File: src/rtl/sbe_pkg.sv
package sbe_pkg;

  typedef enum logic [1:0] {
    OP_WRITE = 2'b00,
    OP_READ  = 2'b01,
    OP_TOUCH = 2'b10,
    OP_RSVD  = 2'b11
  } sbe_op_e;

  typedef enum logic [2:0] {
    ST_IDLE  = 3'd0,
    ST_ISSUE = 3'd1,
    ST_WAIT  = 3'd2,
    ST_HOLD  = 3'd3,
    ST_DONE  = 3'd4
  } sbe_state_e;

endpackage

File: src/rtl/sbe_rst_sync.sv
module sbe_rst_sync (
  input  logic clk,
  input  logic rst_n,
  output logic rst_sync_n
);

  logic [1:0] sync_q;

  always_ff @(posedge clk or negedge rst_n) begin
    if (!rst_n) begin
      sync_q <= 2'b00;
    end else begin
      sync_q <= {sync_q[0], 1'b1};
    end
  end

  assign rst_sync_n = sync_q[1];

endmodule

File: src/rtl/sbe_bit_shifter.sv
module sbe_bit_shifter #(
  parameter int DATA_W = 8,
  localparam int IDX_W = (DATA_W > 1) ? $clog2(DATA_W) : 1
) (
  input  logic              clk,
  input  logic              rst_n,
  input  logic              load,
  input  logic [DATA_W-1:0] load_data,
  input  logic              shift_en,
  input  logic              sample,
  output logic              cur_bit,
  output logic [IDX_W-1:0]  idx,
  output logic [DATA_W-1:0] data
);

  logic [DATA_W-1:0] sh_q, sh_d;
  logic [IDX_W-1:0]  idx_q, idx_d;

  always_comb begin
    sh_d  = sh_q;
    idx_d = idx_q;
    if (load) begin
      sh_d  = load_data;
      idx_d = '0;
    end else if (shift_en) begin
      sh_d  = {sample, sh_q[DATA_W-1:1]};
      idx_d = idx_q + 1'b1;
    end
  end

  always_ff @(posedge clk or negedge rst_n) begin
    if (!rst_n) begin
      sh_q  <= '0;
      idx_q <= '0;
    end else if (load || shift_en) begin
      sh_q  <= sh_d;
      idx_q <= idx_d;
    end
  end

  assign cur_bit = sh_q[0];
  assign idx     = idx_q;
  assign data    = sh_q;

  AST_LOAD_SHIFT_EXCL: assert property (@(posedge clk) disable iff (!rst_n)
    !(load && shift_en));

  AST_IDX_RESTART: assert property (@(posedge clk) disable iff (!rst_n)
    load |=> (idx == '0));

endmodule

File: src/rtl/sbe_hold_timer.sv
module sbe_hold_timer #(
  parameter int MS_W         = 16,
  parameter int TICKS_PER_MS = 200000,
  localparam int TICK_W      = (TICKS_PER_MS > 1) ? $clog2(TICKS_PER_MS) : 1
) (
  input  logic            clk,
  input  logic            rst_n,
  input  logic            load,
  input  logic [MS_W-1:0] load_ms,
  output logic            running,
  output logic            done
);

  localparam logic [TICK_W-1:0] TICK_LAST = TICK_W'(TICKS_PER_MS - 1);
  localparam logic [MS_W-1:0]   MS_ONE    = MS_W'(1);

  logic              run_q, run_d;
  logic [TICK_W-1:0] tick_q, tick_d;
  logic [MS_W-1:0]   ms_q, ms_d;
  logic              tick_wrap;

  assign tick_wrap = run_q && (tick_q == TICK_LAST);
  assign done      = tick_wrap && (ms_q == MS_ONE);

  always_comb begin
    run_d  = run_q;
    tick_d = tick_q;
    ms_d   = ms_q;
    if (load) begin
      run_d  = 1'b1;
      tick_d = '0;
      ms_d   = load_ms;
    end else if (run_q) begin
      if (tick_wrap) begin
        tick_d = '0;
        ms_d   = ms_q - 1'b1;
        if (done) begin
          run_d = 1'b0;
        end
      end else begin
        tick_d = tick_q + 1'b1;
      end
    end
  end

  always_ff @(posedge clk or negedge rst_n) begin
    if (!rst_n) begin
      run_q  <= 1'b0;
      tick_q <= '0;
      ms_q   <= '0;
    end else if (load || run_q) begin
      run_q  <= run_d;
      tick_q <= tick_d;
      ms_q   <= ms_d;
    end
  end

  assign running = run_q;

  AST_LOAD_NONZERO: assert property (@(posedge clk) disable iff (!rst_n)
    load |-> (load_ms != '0));

  AST_RUN_MS_LIVE: assert property (@(posedge clk) disable iff (!rst_n)
    run_q |-> (ms_q != '0));

  AST_DONE_STOPS: assert property (@(posedge clk) disable iff (!rst_n)
    (done && !load) |=> !run_q);

endmodule

File: src/rtl/sbe_pullup_ctrl.sv
module sbe_pullup_ctrl #(
  parameter int MS_W = 16
) (
  input  logic            clk,
  input  logic            rst_n,
  input  logic            arm_en,
  input  logic [MS_W-1:0] arm_ms,
  input  logic            take,
  input  logic            set_on,
  input  logic            clr_on,
  output logic [MS_W-1:0] pend_ms,
  output logic            pend_nz,
  output logic            spu_on
);

  logic [MS_W-1:0] pend_q, pend_d;
  logic            on_q, on_d;

  always_comb begin
    pend_d = pend_q;
    if (take) begin
      pend_d = '0;
    end else if (arm_en) begin
      pend_d = arm_ms;
    end
  end

  always_comb begin
    on_d = on_q;
    if (clr_on) begin
      on_d = 1'b0;
    end else if (set_on) begin
      on_d = 1'b1;
    end
  end

  always_ff @(posedge clk or negedge rst_n) begin
    if (!rst_n) begin
      pend_q <= '0;
    end else if (take || arm_en) begin
      pend_q <= pend_d;
    end
  end

  always_ff @(posedge clk or negedge rst_n) begin
    if (!rst_n) begin
      on_q <= 1'b0;
    end else if (set_on || clr_on) begin
      on_q <= on_d;
    end
  end

  assign pend_ms = pend_q;
  assign pend_nz = |pend_q;
  assign spu_on  = on_q;

  AST_SET_NEEDS_PEND: assert property (@(posedge clk) disable iff (!rst_n)
    set_on |-> pend_nz);

  AST_TAKE_CLEARS: assert property (@(posedge clk) disable iff (!rst_n)
    take |=> (pend_q == '0));

  AST_ARM_NOT_IN_TAKE: assert property (@(posedge clk) disable iff (!rst_n)
    !(take && arm_en));

endmodule

File: src/rtl/sbe_byte_engine.sv
module sbe_byte_engine #(
  parameter int DATA_W       = 8,
  parameter int MS_W         = 16,
  parameter int TICKS_PER_MS = 200000
) (
  input  logic              clk,
  input  logic              rst_n,
  input  logic              cmd_valid,
  input  logic [1:0]        cmd_op,
  input  logic [DATA_W-1:0] cmd_data,
  output logic              cmd_ready,
  output logic              rsp_valid,
  output logic [DATA_W-1:0] rsp_data,
  input  logic              arm_valid,
  input  logic [MS_W-1:0]   arm_ms,
  input  logic              spu_en,
  output logic              slot_req,
  output logic              slot_bit,
  input  logic              slot_done,
  input  logic              slot_sample,
  output logic              spu_on
);
  import sbe_pkg::*;

  localparam int IDX_W = (DATA_W > 1) ? $clog2(DATA_W) : 1;
  localparam logic [IDX_W-1:0] IDX_LAST = IDX_W'(DATA_W - 1);
  localparam logic [IDX_W-1:0] IDX_PRE  = IDX_W'(DATA_W - 2);

  logic rst_s_n;

  sbe_state_e st_q, st_d;
  sbe_op_e    op_q, op_d;

  logic              sh_load, sh_shift, sh_bit;
  logic [IDX_W-1:0]  sh_idx;
  logic [DATA_W-1:0] sh_data;

  logic            tm_load, tm_run, tm_done;
  logic            pu_arm, pu_take, pu_set, pu_clr, pu_nz;
  logic [MS_W-1:0] pu_ms;
  logic            is_write;

  sbe_rst_sync i_rst_sync (
    .clk        (clk),
    .rst_n      (rst_n),
    .rst_sync_n (rst_s_n)
  );

  sbe_bit_shifter #(.DATA_W(DATA_W)) i_shifter (
    .clk       (clk),
    .rst_n     (rst_s_n),
    .load      (sh_load),
    .load_data (cmd_data),
    .shift_en  (sh_shift),
    .sample    (slot_sample),
    .cur_bit   (sh_bit),
    .idx       (sh_idx),
    .data      (sh_data)
  );

  sbe_hold_timer #(.MS_W(MS_W), .TICKS_PER_MS(TICKS_PER_MS)) i_timer (
    .clk     (clk),
    .rst_n   (rst_s_n),
    .load    (tm_load),
    .load_ms (pu_ms),
    .running (tm_run),
    .done    (tm_done)
  );

  sbe_pullup_ctrl #(.MS_W(MS_W)) i_pullup (
    .clk     (clk),
    .rst_n   (rst_s_n),
    .arm_en  (pu_arm),
    .arm_ms  (arm_ms),
    .take    (pu_take),
    .set_on  (pu_set),
    .clr_on  (pu_clr),
    .pend_ms (pu_ms),
    .pend_nz (pu_nz),
    .spu_on  (spu_on)
  );

  assign is_write = (op_q == OP_WRITE);
  assign pu_arm   = arm_valid && (st_q == ST_IDLE);

  always_comb begin
    st_d     = st_q;
    op_d     = op_q;
    sh_load  = 1'b0;
    sh_shift = 1'b0;
    tm_load  = 1'b0;
    pu_take  = 1'b0;
    pu_set   = 1'b0;
    pu_clr   = 1'b0;
    case (st_q)
      ST_IDLE: begin
        if (cmd_valid && (sbe_op_e'(cmd_op) != OP_RSVD)) begin
          sh_load = 1'b1;
          op_d    = sbe_op_e'(cmd_op);
          st_d    = ST_ISSUE;
        end
      end
      ST_ISSUE: begin
        st_d = ST_WAIT;
      end
      ST_WAIT: begin
        if (slot_done) begin
          sh_shift = 1'b1;
          if (sh_idx == IDX_LAST) begin
            if (is_write && pu_nz) begin
              tm_load = 1'b1;
              pu_take = 1'b1;
              st_d    = ST_HOLD;
            end else begin
              st_d = ST_DONE;
            end
          end else begin
            st_d = ST_ISSUE;
            if ((sh_idx == IDX_PRE) && is_write && pu_nz && spu_en) begin
              pu_set = 1'b1;
            end
          end
        end
      end
      ST_HOLD: begin
        if (tm_done) begin
          pu_clr = 1'b1;
          st_d   = ST_DONE;
        end
      end
      ST_DONE: begin
        st_d = ST_IDLE;
      end
      default: begin
        st_d = ST_IDLE;
      end
    endcase
  end

  always_ff @(posedge clk or negedge rst_s_n) begin
    if (!rst_s_n) begin
      st_q <= ST_IDLE;
      op_q <= OP_WRITE;
    end else begin
      st_q <= st_d;
      if (sh_load) begin
        op_q <= op_d;
      end
    end
  end

  assign cmd_ready = (st_q == ST_IDLE);
  assign slot_req  = (st_q == ST_ISSUE);
  assign slot_bit  = (op_q == OP_READ) ? 1'b1 : sh_bit;
  assign rsp_valid = (st_q == ST_DONE);
  assign rsp_data  = sh_data;

  AST_RSP_PULSE: assert property (@(posedge clk) disable iff (!rst_s_n)
    rsp_valid |=> !rsp_valid);

  AST_REQ_PULSE: assert property (@(posedge clk) disable iff (!rst_s_n)
    slot_req |=> !slot_req);

  AST_BUSY_NOT_READY: assert property (@(posedge clk) disable iff (!rst_s_n)
    slot_req |-> !cmd_ready);

  AST_SPU_QUIET_LINE: assert property (@(posedge clk) disable iff (!rst_s_n)
    (spu_on && $past(spu_on)) |-> !slot_req);

  AST_SPU_RISE_AT_REQ: assert property (@(posedge clk) disable iff (!rst_s_n)
    $rose(spu_on) |-> slot_req);

  AST_SPU_FALL_RSP: assert property (@(posedge clk) disable iff (!rst_s_n)
    $fell(spu_on) |-> rsp_valid);

  AST_HOLD_TIMER_RUN: assert property (@(posedge clk) disable iff (!rst_s_n)
    (st_q == ST_HOLD) |-> tm_run);

endmodule

File: config.mk
export PLATFORM = sky130hd
export DESIGN_NAME = sbe_byte_engine
export DESIGN_NICKNAME = d
export VERILOG_FILES = /design/src/rtl/sbe_pkg.sv /design/src/rtl/sbe_rst_sync.sv /design/src/rtl/sbe_bit_shifter.sv /design/src/rtl/sbe_hold_timer.sv /design/src/rtl/sbe_pullup_ctrl.sv /design/src/rtl/sbe_byte_engine.sv
export SDC_FILE = /design/constraint.sdc
export NUM_CORES = 1
export LEC_CHECK = 0
export BUFFER_PORTS_ARGS = -buffer_cell sky130_fd_sc_hd__buf_4
export CAP_MARGIN = 10
export CELL_PAD_IN_SITES_DETAIL_PLACEMENT = 1
export CELL_PAD_IN_SITES_GLOBAL_PLACEMENT = 2
export CORE_AREA = 2 2 102 104
export DETAILED_ROUTE_END_ITERATION = 12
export DIE_AREA = 0 0 104 106
export GPL_ROUTABILITY_DRIVEN = 1
export HOLD_SLACK_MARGIN = 0.1
export PLACE_DENSITY = 0.91
export SLEW_MARGIN = 25
export SYNTH_ARGS = -nofsm -noshare
export SYNTH_HDL_FRONTEND = slang
export SYNTH_SLANG_ARGS = --single-unit
File: constraint.sdc
create_clock -name clk -period 6.2 [get_ports clk]
set_input_delay 0.93 -clock clk [delete_from_list [all_inputs] [get_ports clk]]
set_output_delay 0.93 -clock clk [all_outputs]
set_load 0.02 [all_outputs]
==> flow_summary.toml <==
[run_status]
status = "finished clean"

[drt]
drt_wl_total_um = 9370
wl_per_cell_um = 15.9
remaining_drc_errors = 0
detail_route.first_pass.iterations = 4
ant_nets = 0
dr_total_vias = 3151
drt-initial-drc-count = 139
via_per_inst = 5.36

[finish]
drive_gt1_share_pct = 15.7
antenna_cells = 0
nets = 487
area_growth_pct = 16.4
fillCellCount = 1204
post-route-util_pct = 42.6

[critical_path]
setup.worst_path.start_class = "input pin"
rr_worst_depth = 5
required_ps = 6480
slowest_stage = "and4bb_1"
startpoint = "slot_done"
cp-end-kind = "register"
r2r_start = "i_pullup.pend_ms[13]"
criticalPathCategory = "input pin to register"
path_max_fanout = 26
critPathMaxStageDelay_ps = 520
r2r_setup_slack_ps = 3710
cp_cell_sequence = "buf_4 -> and4bb_1 -> and2_1 -> a21oi_1 -> buf_4 -> or4_1 -> a21oi_1"
r2r_end = "i_timer.tick_q[17]"
arrival_ps = 2790
crit_end = "i_timer.tick_q[11]"

[placed_design]
place_hpwl_um = 6470
gp_congestion = 0.804
io_buffers = 45

[pwr]
switchingPower_mw = 0.191
power.clock.fraction_pct = 42.8
leakagePower_nw = 1.77
powerDensity_nw_per_um2 = 198
ir_worst_vdd_mv = 0.103
switching_share_pct = 22.6
intPower_mw = 0.654
power_frac_comb_pct = 3.1
power_frac_seq_pct = 54.1

[timing]
max_slew_margin_pct = 40.8
rsz0062_at_grt = "no"
finalSetupTns_ps = 0
finClkSkew_ps = 10.8
tightest_slew_ps = 888
fin_crit_ps = 2520
fin_crit_sh_pct = 40.6
hold_viol_final = 0
finalMaxSlewViolations = 0
setup_viol = 0
clock.fmax_mhz = 397

[run]
cap_violations = 0

[clocking]
cts_buffers = 9
ctsHoldBuffers = 0
clockBufferDepth = 2
clock_sink_count = 70
root_buffer = "clkbuf_8"
cts_resized = 0
cts_max_level = 3
clkSlewWorstSetupHoldPaths_ps = 80
clock_latency_ps = 360
cts_tree = "built"
cts_setup_buffers = 0

[global_route]
grt_pass1_wl_um = 16300
antenna_found_initial = 0
grt-ovfl-total = 0
track_usage_pct = 18.3
grt_start_max_net_pins = 69
grt_pass1_vias = 3420

[floorplanning]
rows = 37
coreArea_um2 = 10000
start_util_pct = 36.6
dieArea_um2 = 11000
die_height_um = 106
ioPinCount = 46
die_x_um = 104

[synth]
yosysWarnings = 0
async_flop_share_pct = 100
ys_top_cells_by_area = "dfrtp_1 48%, nand2_1 8.5%, a21oi_1 4.9%, nand3_1 2.3%, xor2_1 2.2%"
synth_top_area_share_pct = 47.8
synth.avg_cell_area_um2 = 8.87
synth_top_flop_cell = "dfrtp_1"
synth-seq-area-share_pct = 47.8
synthDistinctLibCells = 56
synth_area_leader_cell = "dfrtp_1"
synth-edff-count = 0
synthCells = 413
syn_nets = 452
synth_area_um2 = 3660
synth-seq-cells = 70

[hold_path]
hp-class = "input pin to asynchronous set/reset pin"
==> layout by cell type, fill, tap and decap left out, types with 2 or more instances in the layout <==
cell type	netlist	routed
or4_4	2	2
clkinvlp_4	0	2
nor2_1	20	20
o21ai_1	14	14
o22ai_1	2	2
or4_1	8	8
dfrtp_1	70	69
nand3b_1	2	2
and2_1	5	6
a31oi_1	8	8
buf_4	1	48
or3_1	9	9
a21o_1	2	2
clkbuf_8	1	9
ha_1	6	6
xnor2_1	8	8
o31ai_1	6	6
and3_1	4	4
nand4_1	8	8
nand2_1	83	83
xor2_1	9	9
nor3_1	10	10
inv_1	8	8
clkbuf_1	17	2
o211ai_1	2	2
a21oi_1	36	36
nor4_1	10	10
and4_1	2	2
o21ai_0	11	11
a22oi_1	2	2
a311oi_1	2	2
and4b_1	2	2
nand3_1	17	17
==> routing by layer <==
metal / part of all wire (%) / global-route usage, % / vias up / wire (um)
met5: 0 / 0 / - / 0
met4: 1.5 / 8.11 / 0 / 141
met3: 3.2 / 3.92 / 10 / 304
met1: 46 / 22.3 / 1557 / 4270
li1: - / - / 1534 / -
met2: 50 / 31.3 / 50 / 4660
==> flip-flops by register name (all words and copies together) (netlist names) <==
name and flops:
i_timer.ms_q 16, i_shifter.data 8, i_pullup.spu_on 1, op_q 2, st_q 3, i_shifter.idx 3, i_rst_sync.sync_q 2, i_timer.running 1
i_timer.tick_q 18, i_pullup.pend_ms 16
==> cell type report <==
type                    count  area [um2]  area share, %
multi-input cells         311        1770           41.5
well taps                 136         170           3.99
flip-flops and latches     70        1750           41.1
inverters                   8        30.0          0.704
repair buffers             48         360           8.45
clock buffers              11         131           3.08
clock inverters             4        50.0           1.17
==> worst max-delay path, delay by kind of cell <==
| family | cells | cell delay (ps) |
|---|---|---|
| AO/OA/AOI/OAI | 2 | 240 |
| buffers and inverters | 2 | 320 |
| AND/OR/NAND/NOR | 3 | 1290 |
==> cell usage after synthesis, types with 2 or more instances <==
| cell | n |
|---|---|
| nand2_1 | 83 |
| dfrtp_1 | 70 |
| a21oi_1 | 36 |
| nor2_1 | 20 |
| clkbuf_1 | 17 |
| nand3_1 | 17 |
| o21ai_1 | 14 |
| o21ai_0 | 11 |
| nor3_1 | 10 |
| nor4_1 | 10 |
| or3_1 | 9 |
| xor2_1 | 9 |
| a31oi_1 | 8 |
| inv_1 | 8 |
| nand4_1 | 8 |
| or4_1 | 8 |
| xnor2_1 | 8 |
| ha_1 | 6 |
| o31ai_1 | 6 |
| and2_1 | 5 |
| and3_1 | 4 |
| a21o_1 | 2 |
| a22oi_1 | 2 |
| a311oi_1 | 2 |
| and4_1 | 2 |
| and4b_1 | 2 |
| buf_1 | 2 |
| buf_2 | 2 |
| nand3b_1 | 2 |
| o211ai_1 | 2 |
| o22ai_1 | 2 |
| or4_4 | 2 |
==> through the flow <==
stage,cells,worst slack [ps],cell area [um2],power (mW),hold slack [ps]
6_report,588,3680,4260,0.845,330
5_1_grt,588,3520,4260,0.878,306
4_1_cts,588,3660,4260,0.855,318
3_5_place_dp,573,3340,4080,0.493,344
3_3_place_gp,573,3410,4080,0.493,337
2_1_floorplan,413,3810,3660,0.473,331
==> kinds of logic (layout without fill, tap and decap cells) <==
group | after synthesis | count (layout) | share of synthesized area (%)
buffers and inverters | 32 | 71 | 3.93
xor gates and xnor gates | 17 | 17 | 4.06
and+or+nand+nor | 195 | 195 | 27.2
adders and majority gates | 6 | 6 | 2.05
muxes | 2 | 2 | 0.580
DFF | 70 | 70 | 47.8
AOI/OAI and AO/OA | 90 | 90 | 14.3
other | 1 | 1 | 0.102
==> power by group through the flow <==
stage	Clock (mW)	Combinational, mW	Sequential [mW]
detailed placement	0	0.0274	0.466
CTS	0.371	0.0274	0.457
floorplan	0	0.00115	0.472
global route	0.391	0.0299	0.457
global placement	0	0.0268	0.466
finish	0.361	0.0263	0.457
==> worst min path at each step <==
stage,startpoint,endpoint,slack [ps],cells past startpoint
floorplan,i_rst_sync.sync_q[0],i_rst_sync.sync_q[1],330,0
global placement,i_rst_sync.sync_q[0],i_rst_sync.sync_q[1],340,0
CTS,rst_n,i_rst_sync.sync_q[1],320,1
finish,rst_n,i_rst_sync.sync_q[1],330,1
detailed placement,i_rst_sync.sync_q[0],i_rst_sync.sync_q[1],340,0
global route,rst_n,i_rst_sync.sync_q[1],310,1
Power figures use the tool's default switching activity.
